`src/rtl/pdc_pkg.sv`:
```
// pdc_pkg: shared types and the full-scale function for the preset down counter.
// Assumes WIDTH is a multiple of 4 in decimal mode and at most 63.
package pdc_pkg;

    // number system selected at build time
    typedef enum logic {
        MODE_BIN = 1'b0,
        MODE_BCD = 1'b1
    } pdc_mode_e;

    // source of the value stored at the next edge
    typedef enum logic [1:0] {
        NXT_MAX,
        NXT_LOAD,
        NXT_HOLD,
        NXT_DEC
    } pdc_next_e;

    // source of the value seen by the flag in the current cycle
    typedef enum logic [1:0] {
        VIEW_MAX,
        VIEW_LOAD,
        VIEW_REG
    } pdc_view_e;

    // full-scale code: all ones in binary, all nines per digit in decimal
    function automatic longint unsigned pdc_max_code(int unsigned width, pdc_mode_e mode);
        longint unsigned v;
        v = 0;
        if (mode == MODE_BIN) begin
            v = (64'd1 << width) - 64'd1;
        end else begin
            for (int i = 0; i < int'(width / 4); i++) begin
                v = (v << 4) | 64'd9;
            end
        end
        return v;
    endfunction

endpackage

```
`src/rtl/pdc_bcd_digit.sv`:
```
// pdc_bcd_digit: one decimal digit of the down counter.
// Takes one off the digit when a borrow comes in, and passes a borrow on
// when the digit was zero. Assumes the input digit is in 0..9.
module pdc_bcd_digit (
    input  logic [3:0] digit_in,
    input  logic       borrow_in,
    output logic [3:0] digit_out,
    output logic       borrow_out
);

    logic digit_zero;

    // digit at its lowest value
    assign digit_zero = (digit_in == 4'd0);

    // decrement with wrap from 0 to 9 when a borrow arrives
    always_comb begin : digit_step
        if (!borrow_in) begin
            digit_out = digit_in;
        end else if (digit_zero) begin
            digit_out = 4'd9;
        end else begin
            digit_out = digit_in - 4'd1;
        end
    end

    // borrow passes upward only through a zero digit
    assign borrow_out = borrow_in & digit_zero;

endmodule

```
`src/rtl/pdc_decrement.sv`:
```
// pdc_decrement: the count-minus-one value and the "all zero" indication.
// In decimal mode this is a chain of digit cells, and the borrow out of the
// top digit means the whole value is zero. In binary mode it is a plain
// subtraction with a zero compare. Both modes wrap from zero to full scale.
module pdc_decrement
    import pdc_pkg::*;
#(
    parameter int unsigned WIDTH = 8,
    parameter pdc_mode_e   MODE  = MODE_BCD
) (
    input  logic [WIDTH-1:0] cur_val,
    output logic [WIDTH-1:0] dec_val,
    output logic             is_zero
);

    localparam int unsigned DIGITS = WIDTH / 4;

    generate
        if (MODE == MODE_BIN) begin : g_bin
            // binary decrement; wrap to all ones comes from modular arithmetic
            assign dec_val = cur_val - {{(WIDTH-1){1'b0}}, 1'b1};
            assign is_zero = (cur_val == '0);
        end else begin : g_bcd
            logic [DIGITS-1:0] borrow;

            for (genvar d = 0; d < DIGITS; d++) begin : g_digit
                logic digit_borrow_in;

                // units digit always receives the borrow of the decrement
                if (d == 0) begin : g_first
                    assign digit_borrow_in = 1'b1;
                end else begin : g_next
                    assign digit_borrow_in = borrow[d-1];
                end

                pdc_bcd_digit u_digit (
                    .digit_in   (cur_val[4*d +: 4]),
                    .borrow_in  (digit_borrow_in),
                    .digit_out  (dec_val[4*d +: 4]),
                    .borrow_out (borrow[d])
                );
            end

            // a borrow out of the top digit means every digit was zero
            assign is_zero = borrow[DIGITS-1];
        end
    endgenerate

endmodule

```
`src/rtl/pdc_ctrl.sv`:
```
// pdc_ctrl: resolves the four active-low controls into two selections, one for
// the next stored value and one for the value seen in the current cycle.
// Precedence: clear, immediate load, edge load, hold, count.
module pdc_ctrl
    import pdc_pkg::*;
(
    input  logic      clr_n,
    input  logic      apre_n,
    input  logic      spre_n,
    input  logic      hold_n,
    output pdc_next_e next_sel,
    output pdc_view_e view_sel
);

    // choose what the register takes at the coming edge
    always_comb begin : pick_next
        if (!clr_n) begin
            next_sel = NXT_MAX;
        end else if (!apre_n) begin
            next_sel = NXT_LOAD;
        end else if (!spre_n) begin
            next_sel = NXT_LOAD;
        end else if (!hold_n) begin
            next_sel = NXT_HOLD;
        end else begin
            next_sel = NXT_DEC;
        end
    end

    // choose what the flag sees now; only the immediate controls bypass the register
    always_comb begin : pick_view
        if (!clr_n) begin
            view_sel = VIEW_MAX;
        end else if (!apre_n) begin
            view_sel = VIEW_LOAD;
        end else begin
            view_sel = VIEW_REG;
        end
    end

endmodule

```
`src/rtl/preset_down_counter.sv`:
```
// preset_down_counter: presettable down counter with an active-low zero flag.
// The immediate clear and immediate load act through a bypass mux in front of
// the count register, so they reach the flag in the same cycle and are
// captured at each edge while held. Reset is synchronous and active low and
// sets full scale. Assumes decimal-mode presets carry digits in 0..9.
module preset_down_counter
    import pdc_pkg::*;
#(
    parameter int unsigned WIDTH = 8,
    parameter pdc_mode_e   MODE  = MODE_BCD
) (
    input  logic             clk,
    input  logic             rst_n,
    input  logic [WIDTH-1:0] load_val,
    input  logic             clr_n,
    input  logic             apre_n,
    input  logic             spre_n,
    input  logic             hold_n,
    output logic             zero_n
);

    localparam logic [WIDTH-1:0] MAX_CODE = WIDTH'(pdc_max_code(WIDTH, MODE));

    logic [WIDTH-1:0] count_q;
    logic [WIDTH-1:0] view_val;
    logic [WIDTH-1:0] dec_val;
    logic             view_zero;
    pdc_next_e        next_sel;
    pdc_view_e        view_sel;

    pdc_ctrl u_ctrl (
        .clr_n    (clr_n),
        .apre_n   (apre_n),
        .spre_n   (spre_n),
        .hold_n   (hold_n),
        .next_sel (next_sel),
        .view_sel (view_sel)
    );

    // value visible this cycle: bypasses the register for clear and immediate load
    always_comb begin : view_mux
        case (view_sel)
            VIEW_MAX:  view_val = MAX_CODE;
            VIEW_LOAD: view_val = load_val;
            default:   view_val = count_q;
        endcase
    end

    // decrement and zero detect share one borrow chain on the visible value
    pdc_decrement #(
        .WIDTH (WIDTH),
        .MODE  (MODE)
    ) u_dec (
        .cur_val (view_val),
        .dec_val (dec_val),
        .is_zero (view_zero)
    );

    // count register with synchronous reset to full scale
    always_ff @(posedge clk) begin : count_reg
        if (!rst_n) begin
            count_q <= MAX_CODE;
        end else begin
            case (next_sel)
                NXT_MAX:  count_q <= MAX_CODE;
                NXT_LOAD: count_q <= load_val;
                NXT_HOLD: count_q <= count_q;
                default:  count_q <= dec_val;
            endcase
        end
    end

    // active-low flag, masked by hold so a chained stage only counts on it
    assign zero_n = ~(view_zero & hold_n);

endmodule

```
`config.mk`:
```
export PLATFORM = sky130hd
export DESIGN_NAME = preset_down_counter
export DESIGN_NICKNAME = d
export VERILOG_FILES = /design/src/rtl/pdc_pkg.sv /design/src/rtl/pdc_bcd_digit.sv /design/src/rtl/pdc_decrement.sv /design/src/rtl/pdc_ctrl.sv /design/src/rtl/preset_down_counter.sv
export SDC_FILE = /design/constraint.sdc
export NUM_CORES = 1
export LEC_CHECK = 0
export BUFFER_PORTS_ARGS = -buffer_cell sky130_fd_sc_hd__buf_2
export CAP_MARGIN = 10
export CORE_ASPECT_RATIO = 0.9
export CORE_UTILIZATION = 25
export CTS_BUF_LIST = sky130_fd_sc_hd__clkbuf_4
export DETAILED_ROUTE_END_ITERATION = 7
export GPL_TIMING_DRIVEN = 0
export MAX_ROUTING_LAYER = met4
export PLACE_DENSITY_LB_ADDON = 0.2
export SETUP_SLACK_MARGIN = 0.2
export SYNTH_ARGS = -nofsm -noshare
export SYNTH_HDL_FRONTEND = slang
export SYNTH_SLANG_ARGS = --single-unit
export TNS_END_PERCENT = 5
```
`constraint.sdc`:
```
create_clock -name clk -period 2 [get_ports clk]
set_clock_uncertainty 0.15 [all_clocks]
set_input_delay 0.2 -clock clk [delete_from_list [all_inputs] [get_ports clk]]
set_output_delay 0.2 -clock clk [all_outputs]
set_load 0.005 [all_outputs]
```
After elaboration in Yosys (flattened, before gate mapping)
Cells that the tools add are included.
{"block": "op_classes", "add_sub_neg": 2, "n_mul": 0, "div_mod_pow": 0, "n_lt_le_gt_ge": 0, "n_eq_ne": 3, "shift": 0, "muxes": 11, "bitwise_logic": 3, "reduce_logical": 4}
{"cell": "one-hot mux 8 bit (3 select lines)", "n": 1}
{"cell": "one-hot mux 8 bit (2 select lines)", "n": 1}
{"cell": "2-to-1 mux 4 bit", "n": 3}
{"cell": "2-to-1 mux 2 bit", "n": 5}
{"cell": "logical NOT 4 bit", "n": 2}
{"cell": "subtractor 4 x 1 -> 4 bit (second input constant)", "n": 2}
{"cell": "== test 2 x 1 -> 1 bit (second input constant)", "n": 2}
{"cell": "logical NOT 2 bit", "n": 2}
{"cell": "bitwise AND 1 bit", "n": 2}
{"cell": "== test 2 bit (second input constant)", "n": 1}
{"cell": "2-to-1 mux 1 bit", "n": 1}
{"cell": "inverter 1 bit", "n": 1}
{"block": "totals", "reg_bits": 8, "latchBits": 0, "mem_bits_rw": 0, "romBits": 0, "input_bits": 14, "output_inout_bits": 1, "wordCells": 24, "n_memories": 0}

Longest topological paths before layout
Gate-level depths: netlist of the first run.
{"block": "depth", "depth_word": 8, "mapped_depth": 7, "mapped_depth_nobuf": 5}

Cells and area by module
A second synthesis of the first run with hierarchy kept.
{"block": "hier_totals", "hier_cells": 83, "area_unflattened_um2": 683.2}
{"mod": "preset_down_counter", "instances": 1, "cells_per_inst": 55, "area_each_um2": 486.7, "seq_area_each_um2": 160.2}
{"mod": "pdc_bcd_digit", "instances": 2, "cells_per_inst": 11, "area_each_um2": 78.8, "seq_area_each_um2": 0.0}
{"mod": "pdc_ctrl", "instances": 1, "cells_per_inst": 5, "area_each_um2": 35.0, "seq_area_each_um2": 0.0}
{"mod": "pdc_decrement", "instances": 1, "cells_per_inst": 1, "area_each_um2": 3.8, "seq_area_each_um2": 0.0}

Least setup slack after synthesis of the first run
Ideal clock, no wire load.
{"block": "synth_path", "kind": "register to register", "from": "reg count_q[1]", "to": "reg count_q[7]", "setup_time_ps": 144, "arrival_ps": 1322, "t_required_ps": 1706, "path_slack_ps": 383, "path_stages_with_launch": 6, "path_buffers": 0, "synth_period_minus_slack_ps": 1617, "path_cell_list": "dfxtp_1 and4bb_1 nor2_1 or3_4 xor2_1 o2111ai_2"}
{"block": "synth_between", "elab_chain_cells": 4}
{"element": "start: declaration", "line": "preset_down_counter.sv:24", "text": "logic [WIDTH-1:0] count_q;"}
{"element": "start signal: assignment", "line": "preset_down_counter.sv:66", "text": "NXT_LOAD: count_q <= load_val;"}
{"element": "start signal: assignment", "line": "preset_down_counter.sv:67", "text": "NXT_HOLD: count_q <= count_q;"}
{"element": "start signal: assignment", "line": "preset_down_counter.sv:68", "text": "default: count_q <= dec_val;"}
{"element": "one-hot mux 8 bit (2 select lines)", "line": "preset_down_counter.sv:42", "text": "case (view_sel)"}
{"element": "logical NOT 4 bit", "line": "pdc_bcd_digit.sv:14", "text": "assign digit_zero = (digit_in == 4'd0);"}
{"element": "2-to-1 mux 4 bit", "line": "pdc_bcd_digit.sv:18", "text": "if (!borrow_in) begin"}
{"element": "one-hot mux 8 bit (3 select lines)", "line": "preset_down_counter.sv:64", "text": "case (next_sel)"}
No other way between the ends.
A chain may end at the register's enable or synchronous reset.

Worst setup path after layout of the first run
{"block": "layout_path", "from": "reg count_q[0]", "to": "reg count_q[7]"}
The elaborated chain is that of the path after synthesis.

==> results.txt, run 1 <==
area share of the largest cell type after synthesis - 23.2%
Setup violations, final - 0
H-tree Lvls - 1
clock sink count - 8
largest net degree at the start of global routing - 11
Max rail drop VDD - 0.160 mV
pre-CTS WS - 160 ps
GPL Wtd Cong - 0.830
Peak Freq - 0.553 GHz
Post-DRT Antenna Nets - 0
clock root buffer - clkbuf_4
Die Width - 57.4 um
WP data required - 1970 ps
RSZ-0062 raised after global routing - yes
Worst Hold Class - input pin to flip-flop
Max stage delay on crit path - 420 ps
initial antenna violation count - 0
WS Path Type - flip-flop to flip-flop
Die ar. - 0.00297 sq mm
initial core utilization - 27.2%
Tightest Pin Transition - 472 ps
num rows - 17
Slew Limit Fails - 0
worst-case headroom to the max-slew limit - 68.5%
Clock Pin Slew Worst Setup and Hold Paths - 60 ps
Mean Syn Cell Area - 7.26 sq um
maxcap violations - 0
status - complete, but fails checks
maximum clock path buffer count - 2
Post-Route Setup TNS - 0 ps
synth top area cells - dfxtp_1 23%, nor2_1 8.2%, a21oi_1 7.3%
Post-synth EDFFs - 0
largest reg by FF count - count_q
vias - 808
Ports - 15
startpoint types - flip-flop
Regs by FF count - count_q x8
ys async rst share - 0%
core area - 0.00253 sq mm
HPWL Detailed - 1490 um
failing checks - DRC
cell taking the most area after synthesis - dfxtp_1
total grt overflow - 0
Worst Path Arrival - 1780 ps
crit path cell chain - and4bb_1 -> buf_4 -> nor2_1 -> or3_4 -> xor2_2 -> o2111ai_2
Synth Register Bits - 8
Syn Nets - 109
# DRC - 3
Pre-antenna DRT Iters - 6
Critical-path top delay cell - or3_4
Netlist cell types - 39
# nets final - 133
Final Hold Fails - 0
Detailed Route Iter0 Violations - 32
total CTS buffers - 3
Ys Warns - 0
Clock Latency Late Sink - 260 ps
worst setup margin - 191 ps
max reg flops - 8
die height - 51.8 um
post-synthesis sequential area ratio - 23.2%
Cell Pwr Density - 481 mW/mm^2
Via density - 5.57
first-pass GRT wire length - 3500 um
filler cell count - 283
final wirelength - 2000 um
layout cells sized above 1 - 29.1%
CTS tree - done
Tmin final - 1810 ps
worst-path fanout max - 2
number of global-route vias before repair - 772
total track usage - 15.9%
WL/cell - 13.8 um
period utilization - 90.5%
Mapped Cells - 95
IO buf count - 14
crit path capture type - flip-flop
ant diodes - 0
synthesized cell area - 689 sq um
Pleak - 0.328 nW
post-layout util - 34.9%
area delta synth->final - 28.1%
Top FF cell, synth - dfxtp_1
Yosys cell counts (2+ instances only):
library cell and number:
a211oi_1 2, a21oi_1 10, clkbuf_1 3, dfxtp_1 8, inv_1 2, mux2i_1 2
nand2_1 6, nand3_1 2, nor2_1 15, nor2b_1 2, nor3_1 5, nor3b_1 3
o211ai_1 2, o21a_1 3, o21ai_0 4, o221ai_1 2, xor2_1 2
final cells by class:
type / count / area (sq um) / share of cell area (%)
plain buffers: 5 / 27.5 / 3.12
clock buffers: 3 / 22.5 / 2.55
inverters: 3 / 11.3 / 1.27
multi-input cells: 79 / 513 / 58.1
flip-flops and latches: 8 / 164 / 18.6
well taps: 28 / 35.0 / 3.97
repair buffers: 19 / 110 / 12.5
routing by layer:
| metal | share of wire (%) | routed length, um | track usage, % | up-vias |
|---|---|---|---|---|
| li1 | - | - | - | 400 |
| met1 | 47 | 946 | 20.2 | 386 |
| met2 | 46 | 918 | 24.4 | 17 |
| met3 | 5.1 | 101 | 3.73 | 5 |
| met4 | 1.5 | 30 | 6.10 | 0 |
| met5 | 0 | 0 | - | - |
cells by family (layout without fill, tap and decap cells):
kind of cell    Yosys count  in the layout  synth area share (%)
simple gates             42             42                  33.0
mux                       2              2                  2.90
buf+inv                   8             30                  5.63
compound gates           32             32                  31.4
flops                     8              8                  23.2
xor+xnor                  3              3                  3.81
through the flow:
stage               hold WS (ps)  std cells  power [mW]  area (sq um)
floorplan                    117         95       0.243           689
detailed placement           268        137       0.282           795
CTS                         40.4        145       0.424           875
finish                      32.5        145       0.425           883
global route                37.2        145       0.451           883
global placement             262        137       0.281           795
critical path: cells and delay by family, from the launching register on:
kind | cells | cell delay [ps]
simple gates | 3 | 770
buf+inv | 1 | 130
xor+xnor | 1 | 180
flops | 1 | 320
compound gates | 1 | 110
where the power goes:
| part | switching (mW) | internal [mW] | leakage, nW |
|---|---|---|---|
| registers | 0.00747 | 0.167 | 0.0661 |
| clock network | 0.0652 | 0.0694 | 0.0138 |
| logic | 0.0655 | 0.0498 | 0.249 |
what timing repair did:
action / 4_1_cts / 5_1_grt
setup endpoints to repair: 1 / 2
gates resized for setup: 5 / 2
pin swaps: 3 / 0
hold buffers: 1 / 0
hold endpoints to repair: 1 / 0
buffers inserted: 4 / 0
final timing paths:
kind                from    endpoint  slack, ps  cells after the start
min          load_val[0]  count_q[0]         30                      2
max reg2reg   count_q[0]  count_q[7]        190                      6
max           count_q[0]  count_q[7]        190                      6
min reg2reg   count_q[1]  count_q[1]        440                      2
layout by cell type (no fill, tap or decap), drive strengths merged, types with 2 or more instances in the layout:
master   n
a211oi   2
a21oi   10
buf     20
clkbuf   6
dfxtp    8
inv      3
mux2i    2
nand2    6
nand3    2
nor2    15
nor2b    2
nor3     5
nor3b    3
nor4b    2
o211ai   2
o21a     3
o21ai    5
o221ai   2
or3      2
xor2     2
Note: power is estimated with default switching activity, not from simulation.
==> run 2, diff against run 1 <==
ABC_AREA = 1   (was default)
CTS_CLUSTER_SIZE = 16   (was default)
==> run 2 against run 1 <==
  * The flow now finishes without violations
  * Area after synthesis grew 8.3%
  * Sequential share of layout area decreased by 1.0 points
  * Design area grew 5.0%
  * Highest routed layer unchanged
  * Total power down 0.28%
  * Worst hold slack better by 41 ps
  * Clock power fell by 6%
  * Cell count grew 23%
  * Combinational power up 7%
  * Sequential cell count is the same
  * Synthesized cell count grew 25%
==> results.txt, run 2 <==
Ys Warns - 0 (unchanged)
synthesized cell area - 747 sq um (was 689 sq um)
core area - 0.00279 sq mm (was 0.00253 sq mm)
Final Hold Fails - 0 (unchanged)
WP data required - 1650 ps (was 1970 ps)
total CTS buffers - 3 (unchanged)
area share of the largest cell type after synthesis - 21.4% (was 23.2%)
clock sink count - 8 (unchanged)
Cell Pwr Density - 457 mW/mm^2 (was 481 mW/mm^2)
Pleak - 0.457 nW (was 0.328 nW)
area delta synth->final - 24.1% (was 28.1%)
initial core utilization - 26.7% (was 27.2%)
RSZ-0062 raised after global routing - yes (unchanged)
total track usage - 15.3% (was 15.9%)
period utilization - 91.0% (was 90.5%)
Post-Route Setup TNS - 0 ps (unchanged)
maxcap violations - 0 (unchanged)
ys async rst share - 0% (unchanged)
layout cells sized above 1 - 37.0% (was 29.1%)
Post-DRT Antenna Nets - 0 (unchanged)
Peak Freq - 0.549 GHz (was 0.553 GHz)
Pre-antenna DRT Iters - 4 (was 6)
Worst Hold Class - input pin to flip-flop (unchanged)
Tmin final - 1820 ps (was 1810 ps)
Post-synth EDFFs - 0 (unchanged)
Total Power - 0.423 mW (was 0.425 mW)
startpoint types - flip-flop (unchanged)
Detailed Route Iter0 Violations - 21 (was 32)
first-pass GRT wire length - 3390 um (was 3500 um)
Cells after DPL - 172 (was 137)
Ports - 15 (unchanged)
post-synthesis sequential area ratio - 21.4% (was 23.2%)
num rows - 18 (was 17)
GPL Wtd Cong - 0.770 (was 0.830)
Clock Latency Late Sink - 250 ps (was 260 ps)
cell taking the most area after synthesis - dfxtp_1 (unchanged)
Mapped Cells - 119 (was 95)
crit path capture type - output port (was flip-flop)
Clock Pin Slew Worst Setup and Hold Paths - 60 ps (about the same)
status - finished clean (was complete, but fails checks)
Netlist cell types - 24 (was 39)
number of global-route vias before repair - 720 (was 772)
Worst Path Arrival - 1470 ps (was 1780 ps)
worst-case headroom to the max-slew limit - 80.6% (was 68.5%)
final wirelength - 2000 um (about the same)
Regs by FF count - count_q x8 (unchanged)
H-tree Lvls - 1 (unchanged)
vias - 809 (was 808)
Mean Syn Cell Area - 6.28 sq um (was 7.26 sq um)
Slew Limit Fails - 0 (unchanged)
Max rail drop VDD - 0.193 mV (was 0.160 mV)
Synth Register Bits - 8 (unchanged)
Via density - 4.54 (was 5.57)
clock root buffer - clkbuf_4 (unchanged)
largest net degree at the start of global routing - 11 (unchanged)
Setup violations, final - 0 (unchanged)
top-count cell post-synth - nand2_1 (was nor2_1)
WL/cell - 11.2 um (was 13.8 um)
HPWL Detailed - 1520 um (was 1490 um)
# DRC - 0 (was 3)
post-layout util - 33.2% (was 34.9%)
Syn Nets - 133 (was 109)
Die Width - 59.6 um (was 57.4 um)
max reg flops - 8 (unchanged)
post-route non-filler standard cell count - 178 (was 145)
ant diodes - 0 (unchanged)
die height - 53.9 um (was 51.8 um)
CTS tree - done (unchanged)
most frequent cells in the layout - 31 x nand2_1, 14 x buf_2, 12 x nand3_1, 11 x inv_1 (was 15 x buf_2, 15 x nor2_1, 10 x a21oi_1, 6 x nand2_1)
worst-path fanout max - 2 (unchanged)
total grt overflow - 0 (unchanged)
# nets final - 154 (was 133)
most common cell after layout, fill and taps aside - nand2_1
Top FF cell, synth - dfxtp_1 (unchanged)
synth top area cells - dfxtp_1 21%, nand2_1 17%, nand3_1 9.4% (was dfxtp_1 23%, nor2_1 8.2%, a21oi_1 7.3%)
Die ar. - 0.00321 sq mm (was 0.00297 sq mm)
maximum clock path buffer count - 2 (unchanged)
most frequent cells after synthesis - 34 x nand2_1, 15 x inv_1, 14 x nand3_1, 8 x dfxtp_1, 8 x o21ai_0 (was 15 x nor2_1, 10 x a21oi_1, 8 x dfxtp_1, 6 x nand2_1, 5 x nor3_1)
Tightest Pin Transition - 289 ps (was 472 ps)
CTS Hold Bufs - 0 (was 1)
IO buf count - 13 (was 14)
WS Path Type - flip-flop to output port (was flip-flop to flip-flop)
initial antenna violation count - 0 (unchanged)
largest reg by FF count - count_q (unchanged)
[run 2: cell count changes in the layout (fill, tap and decap cells not counted), moves of 3 or more]
cell	delta
inv_2	+7
nor3_1	-5
clkbuf_1	-3
inv_1	+9
nand2_4	+3
nand3_1	+10
o21ai_0	+4
a21oi_1	-4
nand2_1	+25
o21a_1	-3
nand3_2	+3
nor2_1	-11
nand2_2	+7
[run 2: per-stage QoR]
stage / cell area, sq um / hold WS, ps / setup WS [ps]
2_1_floorplan: 747 / 149 / 458
3_5_place_dp: 862 / 307 / 115
4_1_cts: 925 / 59.6 / 162
5_1_grt: 927 / 61.3 / 68.2
6_report: 927 / 73.6 / 180
3_3_place_gp: 862 / 308 / 132
[run 2: critical path: stages, from the launching register on]
cell and delay (ps):
dfxtp_2 320, inv_2 40, nand3_2 70, nand2_2 90
nand2_4 70, nor2_8 110, nand2_2 50, or3b_1 330
buf_2 130
[run 2: cells by family (layout without fill, tap and decap cells)]
family,Yosys count,count (layout),synth area share (%)
simple gates,67,67,49.1
buf+inv,23,42,13.9
compound gates,21,21,15.6
flops,8,8,21.4
[run 2: report_power, final]
group	total, mW	internal, mW	switching (mW)
Combinational	0.123	0.0471	0.0754
Sequential	0.174	0.169	0.00445
Clock	0.127	0.0689	0.0583
Total	0.423	0.285	0.138
[run 2: path summary, 6_finish.rpt]
kind	endpoint	cells past startpoint	startpoint	slack [ps]
setup / recovery	zero_n	8	count_q[3]	180
hold / removal	count_q[1]	3	load_val[1]	70
hold reg to reg	count_q[7]	2	count_q[7]	320
setup reg to reg	count_q[2]	8	count_q[0]	510
[run 2: layout make-up]
class	instances	area (sq um)
Multi-Input combinational cell	88	500
Fill cell	329	1870
Buffer	3	27.5
Clock buffer	3	22.5
Tap cell	40	50.0
Timing Repair Buffer	16	87.6
Inverter	20	76.3
Sequential cell	8	163
[run 2: per-layer routing]
metal | share of wire, % | track usage [%]
met1 | 52 | 22.2
met2 | 40 | 18.2
met3 | 6.7 | 4.09
met4 | 1.3 | 8.91
met5 | 0 | -
[run 2: what timing repair did]
item / in CTS / in global routing
pin swaps: 5 / 1
setup buffers: 3 / 0
setup endpoints to repair: 1 / 1
resized for setup: 8 / 3
